[config.mk]
export PLATFORM = sky130hd
export DESIGN_NAME = trunc_mcma_fir
export DESIGN_NICKNAME = d
export VERILOG_FILES = /design/src/rtl/fir_pkg.sv /design/src/rtl/fir_tap_line.sv /design/src/rtl/fir_pp_rows.sv /design/src/rtl/fir_compress.sv /design/src/rtl/trunc_mcma_fir.sv
export SDC_FILE = /design/constraint.sdc
export NUM_CORES = 1
export LEC_CHECK = 0
export ABC_AREA = 1
export BUFFER_PORTS_ARGS = -buffer_cell sky130_fd_sc_hd__buf_4
export CORE_MARGIN = 2
export CORE_UTILIZATION = 45
export DETAILED_ROUTE_END_ITERATION = 10
export PLACE_DENSITY_LB_ADDON = 0.08
export RECOVER_POWER = 50
export SLEW_MARGIN = 5
export SYNTH_ARGS = -nofsm -noshare
export SYNTH_HDL_FRONTEND = slang
export SYNTH_SLANG_ARGS = --single-unit
[constraint.sdc]
create_clock -name clk -period 17.57 [get_ports clk]
set_input_delay 0 -clock clk [delete_from_list [all_inputs] [get_ports clk]]
set_output_delay 0 -clock clk [all_outputs]
set_load 0.01 [all_outputs]
[src/rtl/fir_pkg.sv]
package fir_pkg;

  // Bit j of a signed coefficient value
  function automatic bit coef_bit(int c, int j);
    return ((c >>> j) & 1) == 1;
  endfunction

  // Constant offset that turns row j into an unsigned offset-binary row.
  // A positive row adds x*2^j with x = u - 2^(in_w-1).
  // The sign row adds -x*2^j = ~u*2^j - (2^in_w - 1)*2^j + 2^(in_w-1+j).
  function automatic longint row_const(int cw, int j, int in_w);
    longint half;
    half = longint'(1) <<< (in_w - 1 + j);
    if (j == cw - 1)
      return half - (((longint'(1) <<< in_w) - 1) <<< j);
    else
      return -half;
  endfunction

  // Largest total weight of row-j bits that sit below column tcol
  function automatic longint row_drop(int j, int in_w, int tcol);
    longint d;
    d = 0;
    for (int k = 0; k < in_w; k++)
      if (j + k < tcol) d += longint'(1) <<< (j + k);
    return d;
  endfunction

endpackage

[src/rtl/fir_tap_line.sv]
module fir_tap_line #(
  parameter int NTAP = 8,
  parameter int IN_W = 12
) (
  input  logic                   clk,
  input  logic                   rst,
  input  logic                   in_valid,
  input  logic signed [IN_W-1:0] in_sample,
  output logic signed [IN_W-1:0] taps [NTAP],
  output logic                   stg_vld
);

  always_ff @(posedge clk) begin
    if (rst) begin
      for (int i = 0; i < NTAP; i++) taps[i] <= '0;
      stg_vld <= 1'b0;
    end else begin
      stg_vld <= in_valid;
      if (in_valid) begin
        taps[0] <= in_sample;
        for (int i = 1; i < NTAP; i++) taps[i] <= taps[i-1];
      end
    end
  end

endmodule

[src/rtl/fir_pp_rows.sv]
module fir_pp_rows #(
  parameter int NTAP      = 8,
  parameter int IN_W      = 12,
  parameter int COEF_W    = 12,
  parameter int ACC_W     = 26,
  parameter int TRUNC_COL = 5,
  parameter int COEF [NTAP] = '{default: 0},
  parameter int CWID [NTAP] = '{default: 1}
) (
  input  logic signed [IN_W-1:0]  taps [NTAP],
  output logic        [ACC_W-1:0] rows [NTAP*COEF_W]
);

  localparam logic [ACC_W-1:0] KEEP = {ACC_W{1'b1}} << TRUNC_COL;

  for (genvar i = 0; i < NTAP; i++) begin : g_tap
    logic [IN_W-1:0] ob;
    assign ob = {~taps[i][IN_W-1], taps[i][IN_W-2:0]};

    for (genvar j = 0; j < COEF_W; j++) begin : g_bit
      if (j < CWID[i] && fir_pkg::coef_bit(COEF[i], j)) begin : g_on
        localparam bit NEG = (j == CWID[i] - 1);
        logic [IN_W-1:0] opnd;
        assign opnd = NEG ? ~ob : ob;
        assign rows[i*COEF_W+j] = (ACC_W'(opnd) << j) & KEEP;
      end else begin : g_off
        assign rows[i*COEF_W+j] = '0;
      end
    end
  end

endmodule

[src/rtl/fir_compress.sv]
module fir_compress #(
  parameter int NROW       = 96,
  parameter int ACC_W      = 26,
  parameter int FRAC_SHIFT = 10,
  parameter int OUT_W      = 16,
  parameter logic [ACC_W-1:0] CORR = '0
) (
  input  logic                    clk,
  input  logic                    rst,
  input  logic                    stg_vld,
  input  logic [ACC_W-1:0]        rows [NROW],
  output logic                    out_valid,
  output logic signed [OUT_W-1:0] out_sample
);

  logic [ACC_W-1:0] acc;

  always_comb begin
    acc = CORR;
    for (int r = 0; r < NROW; r++) acc = acc + rows[r];
  end

  always_ff @(posedge clk) begin
    if (rst) begin
      out_valid  <= 1'b0;
      out_sample <= '0;
    end else begin
      out_valid <= stg_vld;
      if (stg_vld) out_sample <= OUT_W'(acc >> FRAC_SHIFT);
    end
  end

endmodule

[src/rtl/trunc_mcma_fir.sv]
module trunc_mcma_fir #(
  parameter int NTAP       = 8,
  parameter int IN_W       = 12,
  parameter int COEF_W     = 12,
  parameter int OUT_W      = 16,
  parameter int FRAC_SHIFT = 10,
  parameter int TRUNC_COL  = 5,
  parameter int COEF [NTAP] = '{-75, 203, -411, 1530, 1530, -411, 203, -75},
  parameter int CWID [NTAP] = '{8, 9, 10, 12, 12, 10, 9, 8}
) (
  input  logic                    clk,
  input  logic                    rst,
  input  logic                    in_valid,
  input  logic signed [IN_W-1:0]  in_sample,
  output logic                    out_valid,
  output logic signed [OUT_W-1:0] out_sample
);

  localparam int ACC_W = FRAC_SHIFT + OUT_W;
  localparam int NROW  = NTAP * COEF_W;

  // Offsets of all rows, plus the rounding half-LSB, plus the mean of the dropped bits
  function automatic longint total_corr();
    longint k, d;
    k = 0;
    d = 0;
    for (int i = 0; i < NTAP; i++)
      for (int j = 0; j < COEF_W; j++)
        if (j < CWID[i] && fir_pkg::coef_bit(COEF[i], j)) begin
          k += fir_pkg::row_const(CWID[i], j, IN_W);
          d += fir_pkg::row_drop(j, IN_W, TRUNC_COL);
        end
    return k + (longint'(1) <<< (FRAC_SHIFT - 1)) + d / 2;
  endfunction

  localparam longint           CORR_L = total_corr();
  localparam logic [ACC_W-1:0] CORR_V = CORR_L[ACC_W-1:0];

  logic signed [IN_W-1:0] taps [NTAP];
  logic                   stg_vld;
  logic [ACC_W-1:0]       rows [NROW];

  // Delay-line stages exposed for the checker
  logic signed [IN_W-1:0] tap_newest, tap_next;
  assign tap_newest = taps[0];
  assign tap_next   = taps[1];

  fir_tap_line #(.NTAP(NTAP), .IN_W(IN_W)) u_line (
    .clk(clk), .rst(rst), .in_valid(in_valid), .in_sample(in_sample),
    .taps(taps), .stg_vld(stg_vld)
  );

  fir_pp_rows #(
    .NTAP(NTAP), .IN_W(IN_W), .COEF_W(COEF_W), .ACC_W(ACC_W),
    .TRUNC_COL(TRUNC_COL), .COEF(COEF), .CWID(CWID)
  ) u_rows (
    .taps(taps), .rows(rows)
  );

  fir_compress #(
    .NROW(NROW), .ACC_W(ACC_W), .FRAC_SHIFT(FRAC_SHIFT), .OUT_W(OUT_W), .CORR(CORR_V)
  ) u_comp (
    .clk(clk), .rst(rst), .stg_vld(stg_vld), .rows(rows),
    .out_valid(out_valid), .out_sample(out_sample)
  );

endmodule

==> results of run 1 <==
==> Yosys cell counts <==
cell type and n:
o21ai_2 2, nand3_2 1, a21o_1 2, xor2_1 5
nand2_1 48, clkbuf_1 18, a21oi_1 113, o211ai_1 1
inv_2 3, clkinv_1 1, a21oi_2 1, nor2_1 38
o21ai_1 13, clkbuf_2 2, nand2_2 2, inv_1 545
nor3_1 2, fa_1 434, nand3_1 20, nand4_1 1
o21bai_1 2, a31oi_1 1, or2_1 1, buf_1 5
ha_1 103, o21ai_0 99, dfxtp_1 114, buf_2 9
nor4_2 1, nor2_2 1, xnor2_1 6
==> worst max-delay path, stage by stage (launching register included) <==
cell and delay, ns:
dfxtp_1 0.64, inv_1 0.20, fa_1 0.56, inv_1 0.06, fa_1 0.48, inv_1 0.06, fa_1 0.54, inv_1 0.05
fa_1 0.48, fa_1 0.55, inv_1 0.05, fa_1 0.45, fa_1 0.49, inv_1 0.05, fa_1 0.44, ha_1 0.29
nand2_1 0.05, nor2_1 0.32, nand2_1 0.15, inv_1 0.11, fa_1 0.21, nand2_1 0.06, nand2_1 0.10, nand2_1 0.11
o21ai_2 0.20, a21oi_1 0.10, xor2_1 0.19, o21ai_1 0.08
==> cell families (layout without fill, tap and decap cells) <==
family	count (synthesis)	count (layout)	share of synthesized area, %
buf+inv	583	627	13.6
flops	114	114	14.1
xor+xnor	11	11	0.593
simple gates	115	115	3.00
compound gates	234	234	7.37
fa+ha+maj	537	537	61.4
==> sequential cells by signal (all words and copies together), names as in the netlist <==
| register | cells |
|---|---|
| u_comp.out_valid | 1 |
| u_comp.out_sample | 16 |
| u_line.stg_vld | 1 |
| u_line.taps | 96 |
==> how the worst max path moves through the flow <==
stage | from | endpoint | slack [ns] | cells past startpoint
after floorplan | u_line.taps[42] | u_comp.out_sample[9] | 11.04 | 27
after global placement | u_line.taps[42] | u_comp.out_sample[5] | 10.49 | 28
after detailed placement | u_line.taps[42] | u_comp.out_sample[9] | 10.38 | 27
after CTS | u_line.taps[42] | u_comp.out_sample[9] | 10.35 | 27
after global routing | u_line.taps[42] | u_comp.out_sample[5] | 10.0 | 28
final | u_line.taps[42] | u_comp.out_sample[9] | 10.39 | 27
==> area by class of cell <==
type | instances | area [um^2]
multi-input combinational | 897 | 11800
fill | 3399 | 18000
clock inverter | 14 | 135
timing repair buffer | 46 | 299
clock buffer | 18 | 429
tap | 461 | 577
sequential | 114 | 2280
inverter | 549 | 2060
==> per-stage QoR <==
step | cells | util, %
floorplan | 1594 | -
global placement | 2054 | 47.6
detailed placement | 2054 | 47.6
CTS | 2099 | 49.5
global route | 2099 | 49.3
finish | 2099 | 49.3
==> layer usage <==
| metal | global-route usage [%] | up-vias |
|---|---|---|
| li1 | - | 4671 |
| met1 | 32.8 | 5224 |
| met2 | 41.1 | 177 |
| met3 | 5.34 | 39 |
| met4 | 6.57 | 0 |
| met5 | 0 | - |
==> results.tsv, run 1 <==
stage	metric	value	unit
status	status	complete, but fails checks	
status	failing checks	capacitance limit, slew limit	
drt	DR top layer	met4	
synth	Yosys top cell by area	fa_1	
drt	WL met3	2.11	mm
clocking	CTS Root Cell	clkbuf_16	
sta	setup ws final	10.39	ns
min_path	Hold Path Origin	in_sample[0]	
clocking	hold buffers post-CTS	13	
sta	worst relative slew slack	-189	%
drt	met1 WL	18.3	mm
finish	P&R area growth vs syn	8.00	%
sta	RSZ-0062 raised after global routing	no	
drt	vias	10100	
synth	Area contributors post-synth	fa_1, dfxtp_1, inv_1	
finish	ANT cells	0	
synth	Mapped Area	0.0162	mm^2
placed_design	gp weighted congestion	0.879	
global_routing	total global-route track usage	24.6	%
clocking	clk slew on worst S/H paths	0.07	ns
synth	syn_nets	2146	
placed_design	IO buf count	31	
worst_setup_path	worst flop-to-flop path startpoint	u_line.taps[42]	
global_routing	vias in the first global route	11500	
run	max-cap violations	3	
finish	final instance area	0.0175	mm^2
min_path	worst hold path depth	4	
global_routing	initial antenna violation count	0	
clocking	Num CTS Buffers	17	
drt	via/cell ratio	4.82	
placed_design	Worst Setup Slack post-DPL	10.38	ns
placed_design	area post-placement	0.0169	mm^2
sta	Sum Neg Setup Slack	0	ns
sta	final slew viol count	252	
sta	part of the cycle the worst path needs	40.9	%
finish	Nets	2177	
worst_setup_path	CP Class	flop to flop	
clocking	depth of the CTS H-tree	4	
global_routing	pin count of the biggest net entering global routing	107	
drt	met2 WL	21.1	mm
sta	final setup violation count	0	
worst_setup_path	Crit Path Max Fanout	7	
min_path	hold path endpoint	u_line.taps[84]	
sta	final critical-path required period	7.18	ns
placed_design	DP Wirelength	37.0	mm
clocking	clock buffer depth	2	
worst_setup_path	reg2reg path depth	27	
drt	DRT Pass-1 Iters	5	
sta	final hold violations	0	
finish	commonest non-fill, non-tap cell in the layout	inv_1	
clocking	post-CTS setup buffer count	0	
synth	number of synthesized register bits	114	
min_path	Tightest Hold Check Type	primary input to flop	
floorplanning	IO Count	32	
floorplanning	Die Ht	194	um
synth	Syn Inst Count	1594	
worst_setup_path	flop-to-flop setup slack	10.39	ns
synth	Seq/Total Area, Yosys	14.1	%
drt	post-route ant nets	0	
clocking	CTS tree	done	
worst_setup_path	Critical Path RT	17.91	ns
clocking	Resized Gates After CTS	0	
synth	library cells used by synthesis	31	
worst_setup_path	Worst setup EP type	flop	
global_routing	GR Overflow Total	0	
clocking	Clock Sink Count	114	
floorplanning	Die W	194	um
synth	Yosys warnings	0	
drt	Starting DRT DRC Count	367	
worst_setup_path	Critical Path AT	7.52	ns
sta	measured slew at the worst slew-check pin	4.34	ns
floorplanning	core area	0.0356	mm^2
floorplanning	num rows	69	
drt	wire per inst	20.2	um
sta	WHS	0.371	ns
finish	layout cells sized above 1	3.17	%
sta	clock skew	0.00961	ns
floorplanning	Initial Util	45.7	%
drt	DRT Wirelength	42.4	mm
global_routing	first-pass GRT wire length	67.9	mm
synth	post-synth top area share	53.5	%
sta	FMAX	139	MHz
clocking	clock latency at the later pin of the worst-skew pair	0.45	ns
finish	most frequent cells in the layout	inv_1, fa_1, dfxtp_1, a21oi_1	
worst_setup_path	crit start category	flop	
worst_setup_path	Critical R2R Capture	u_comp.out_sample[9]	
floorplanning	die area	0.0376	mm^2
synth	Avg Cell Area, Syn	10.2	um^2
drt	Residual DRC	0	
Power of run 1 is not shown: default switching activity piles up to over one toggle a cycle in this logic, so the estimate is an artifact.
==> inputs of run 2 (changes only) <==
- clock period: 17.57 -> 7.5 ns (I/O delays scaled with it)
==> run 2 against run 1 <==
  * Critical path type unchanged
  * Sequential share of layout area fell by 0.13 points
  * The run still ends with capacitance limit, slew limit left
  * Clock skew increased by 0.0041 ns
  * Core utilization increased by 0.51 points
  * Wire length grew 1.0%
  * Cell count up 0.86%
  * Design area grew 1.0%
  * Clock-buffer cell count up 1
  * Critical path depth down 1
==> results.tsv, run 2 (same netlist as run 1, synthesis figures left out) <==
stage	metric	value	unit	change
floorplanning	die area	0.0376	mm^2	unchanged
min_path	Tightest Hold Check Type	primary input to flop		unchanged
global_routing	pin count of the biggest net entering global routing	93		was 107
global_routing	grt met1 use	34.3	%	was 32.8%
finish	final instance area	0.0177	mm^2	was 0.0175 mm^2
placed_design	area post-placement	0.0171	mm^2	was 0.0169 mm^2
worst_setup_path	Crit Path Max Fanout	6		was 7
sta	part of the cycle the worst path needs	93.5	%	was 40.9%
worst_setup_path	CP Class	flop to flop		unchanged
global_routing	vias in the first global route	11600		was 11,500
worst_setup_path	crit start category	flop		unchanged
placed_design	IO buf count	31		unchanged
drt	DRT Wirelength	42.8	mm	was 42.4 mm
finish	Biggest register	u_line.taps		unchanged
floorplanning	core area	0.0356	mm^2	unchanged
global_routing	total global-route track usage	24.9	%	was 24.6%
finish	Nets	2195		was 2,177
status	failing checks	capacitance limit, slew limit		unchanged
clocking	Clock Sink Count	114		unchanged
sta	FMAX	143	MHz	was 139 MHz
global_routing	first-pass GRT wire length	69.0	mm	was 67.9 mm
finish	most frequent cells in the layout	inv_1, fa_1, a21oi_1, dfxtp_1, o21ai_0		was inv_1, fa_1, dfxtp_1, a21oi_1
clocking	clock buffer depth	2		unchanged
clocking	clock latency at the later pin of the worst-skew pair	0.45	ns	about the same
drt	DRT Pass-1 Iters	5		unchanged
worst_setup_path	Worst setup EP type	flop		unchanged
global_routing	initial antenna violation count	0		unchanged
finish	layout cells sized above 1	4.53	%	was 3.17%
sta	final hold violations	0		unchanged
worst_setup_path	Critical R2R Capture	u_comp.out_sample[5]		was u_comp.out_sample[9]
drt	post-route ant nets	0		unchanged
min_path	hold path endpoint	u_line.taps[92]		was u_line.taps[84]
clocking	CTS tree	done		unchanged
global_routing	Top Usage Layer GRT	met2		unchanged
clocking	clk slew on worst S/H paths	0.06	ns	was 0.07 ns
sta	clock skew	0.0137	ns	was 0.00961 ns
worst_setup_path	reg2reg path depth	26		was 27
clocking	post-CTS setup buffer count	0		unchanged
sta	final critical-path required period	7.02	ns	was 7.18 ns
worst_setup_path	worst stage delay on the critical path	0.59	ns	was 0.64 ns
placed_design	gp weighted congestion	0.879		about the same
worst_setup_path	worst flop-to-flop path startpoint	u_line.taps[33]		was u_line.taps[42]
finish	ANT cells	0		unchanged
finish	Largest register FFs	96		unchanged
floorplanning	Initial Util	45.7	%	unchanged
worst_setup_path	flop-to-flop setup slack	0.48	ns	was 10.39 ns
global_routing	grt met2 use	41.0	%	was 41.1%
finish	final core area utilization	49.8	%	was 49.3%
finish	commonest non-fill, non-tap cell in the layout	inv_1		unchanged
global_routing	GR Overflow Total	0		unchanged
finish	Largest regs	u_line.taps (96), u_comp.out_sample (16)		unchanged
global_routing	met3 Track Usage GR	3.51	%	was 5.34%
min_path	worst hold path depth	3		was 4
status	status	complete, but fails checks		unchanged
drt	wire per inst	20.2	um	about the same
worst_setup_path	Critical Path AT	7.36	ns	was 7.52 ns
sta	measured slew at the worst slew-check pin	3.57	ns	was 4.34 ns
clocking	Num CTS Buffers	17		unchanged
sta	RSZ-0062 raised after global routing	no		unchanged
run	max-cap violations	2		was 3
finish	P&R area growth vs syn	9.11	%	was 8.00%
sta	worst relative slew slack	-138	%	was -189%
worst_setup_path	Most Frequent Cell on Critical Path	fa_1		unchanged
floorplanning	Die Ht	194	um	unchanged
drt	Residual DRC	0		unchanged
worst_setup_path	Critical Path RT	7.84	ns	was 17.91 ns
clocking	CTS Root Cell	clkbuf_16		unchanged
drt	via/cell ratio	4.82		about the same
sta	final slew viol count	162		was 252
sta	final setup violation count	0		unchanged
min_path	Hold Path Origin	in_sample[8]		was in_sample[0]
worst_setup_path	Slowest-stage cell, CP	dfxtp_1		unchanged
placed_design	DP Wirelength	37.4	mm	was 37.0 mm
floorplanning	IO Count	32		unchanged
drt	Starting DRT DRC Count	480		was 367
sta	Sum Neg Setup Slack	0	ns	unchanged
floorplanning	Die W	194	um	unchanged
clocking	depth of the CTS H-tree	4		unchanged
drt	vias	10200		was 10,100
floorplanning	num rows	69		unchanged
-- run 2: cell count changes in the layout (fill, tap and decap cells not counted), moves of 2 or more --
cell,delta
clkbuf_1,-2
bufinv_16,+2
clkinv_4,-5
buf_4,+21
clkinv_2,+2
-- run 2: critical path, delay by kind of cell (launching register included) --
kind / cells / cell delay [ns]
AOI/OAI and AO/OA: 2 / 0.34
xor gates and xnor gates: 1 / 0.14
adders and majority gates: 10 / 4.53
buffers and inverters: 6 / 0.50
DFF: 1 / 0.59
and+or+nand+nor: 7 / 0.80
-- run 2: cell type report --
class | count | area (um^2)
Clock inverter | 13 | 160
Inverter | 549 | 2060
Clock buffer | 19 | 443
Multi-Input combinational cell | 897 | 11800
Tap cell | 461 | 577
Fill cell | 3359 | 17800
Timing Repair Buffer | 64 | 439
Sequential cell | 114 | 2280
-- run 2: what timing repair did --
| action | CTS | global route |
|---|---|---|
| resized for setup | 0 | 1 |
| endpoints found under the hold margin | 23 | 0 |
| setup endpoints to repair | 0 | 3 |
| hold buffers | 12 | 0 |
-- run 2: layer usage --
layer / routed length [um] / vias to the layer above
met5: 0 / -
met4: 1110 / 0
met3: 1660 / 53
met2: 21000 / 197
met1: 19000 / 5244
li1: - / 4710
-- run 2: worst max-delay path by stage --
stage	startpoint	end	slack [ns]	cells after the start
after floorplan	u_line.taps[42]	u_comp.out_sample[9]	0.97	27
final	u_line.taps[33]	u_comp.out_sample[5]	0.48	26
after CTS	u_line.taps[45]	u_comp.out_sample[12]	0.37	25
after global placement	u_line.taps[45]	u_comp.out_sample[12]	0.40	25
after detailed placement	u_line.taps[45]	u_comp.out_sample[14]	0.42	25
after global routing	u_line.taps[41]	u_comp.out_sample[5]	0.11	28
-- run 2: per-stage QoR --
stage	std cells	worst slack [ns]	hold WS (ns)
final	2117	0.484	0.158
after global routing	2117	0.105	0.156
after floorplan	1594	0.974	0.176
after global placement	2073	0.397	0.273
after CTS	2117	0.371	0.102
after detailed placement	2073	0.416	0.285
Power of run 2 is left out for the same reason.
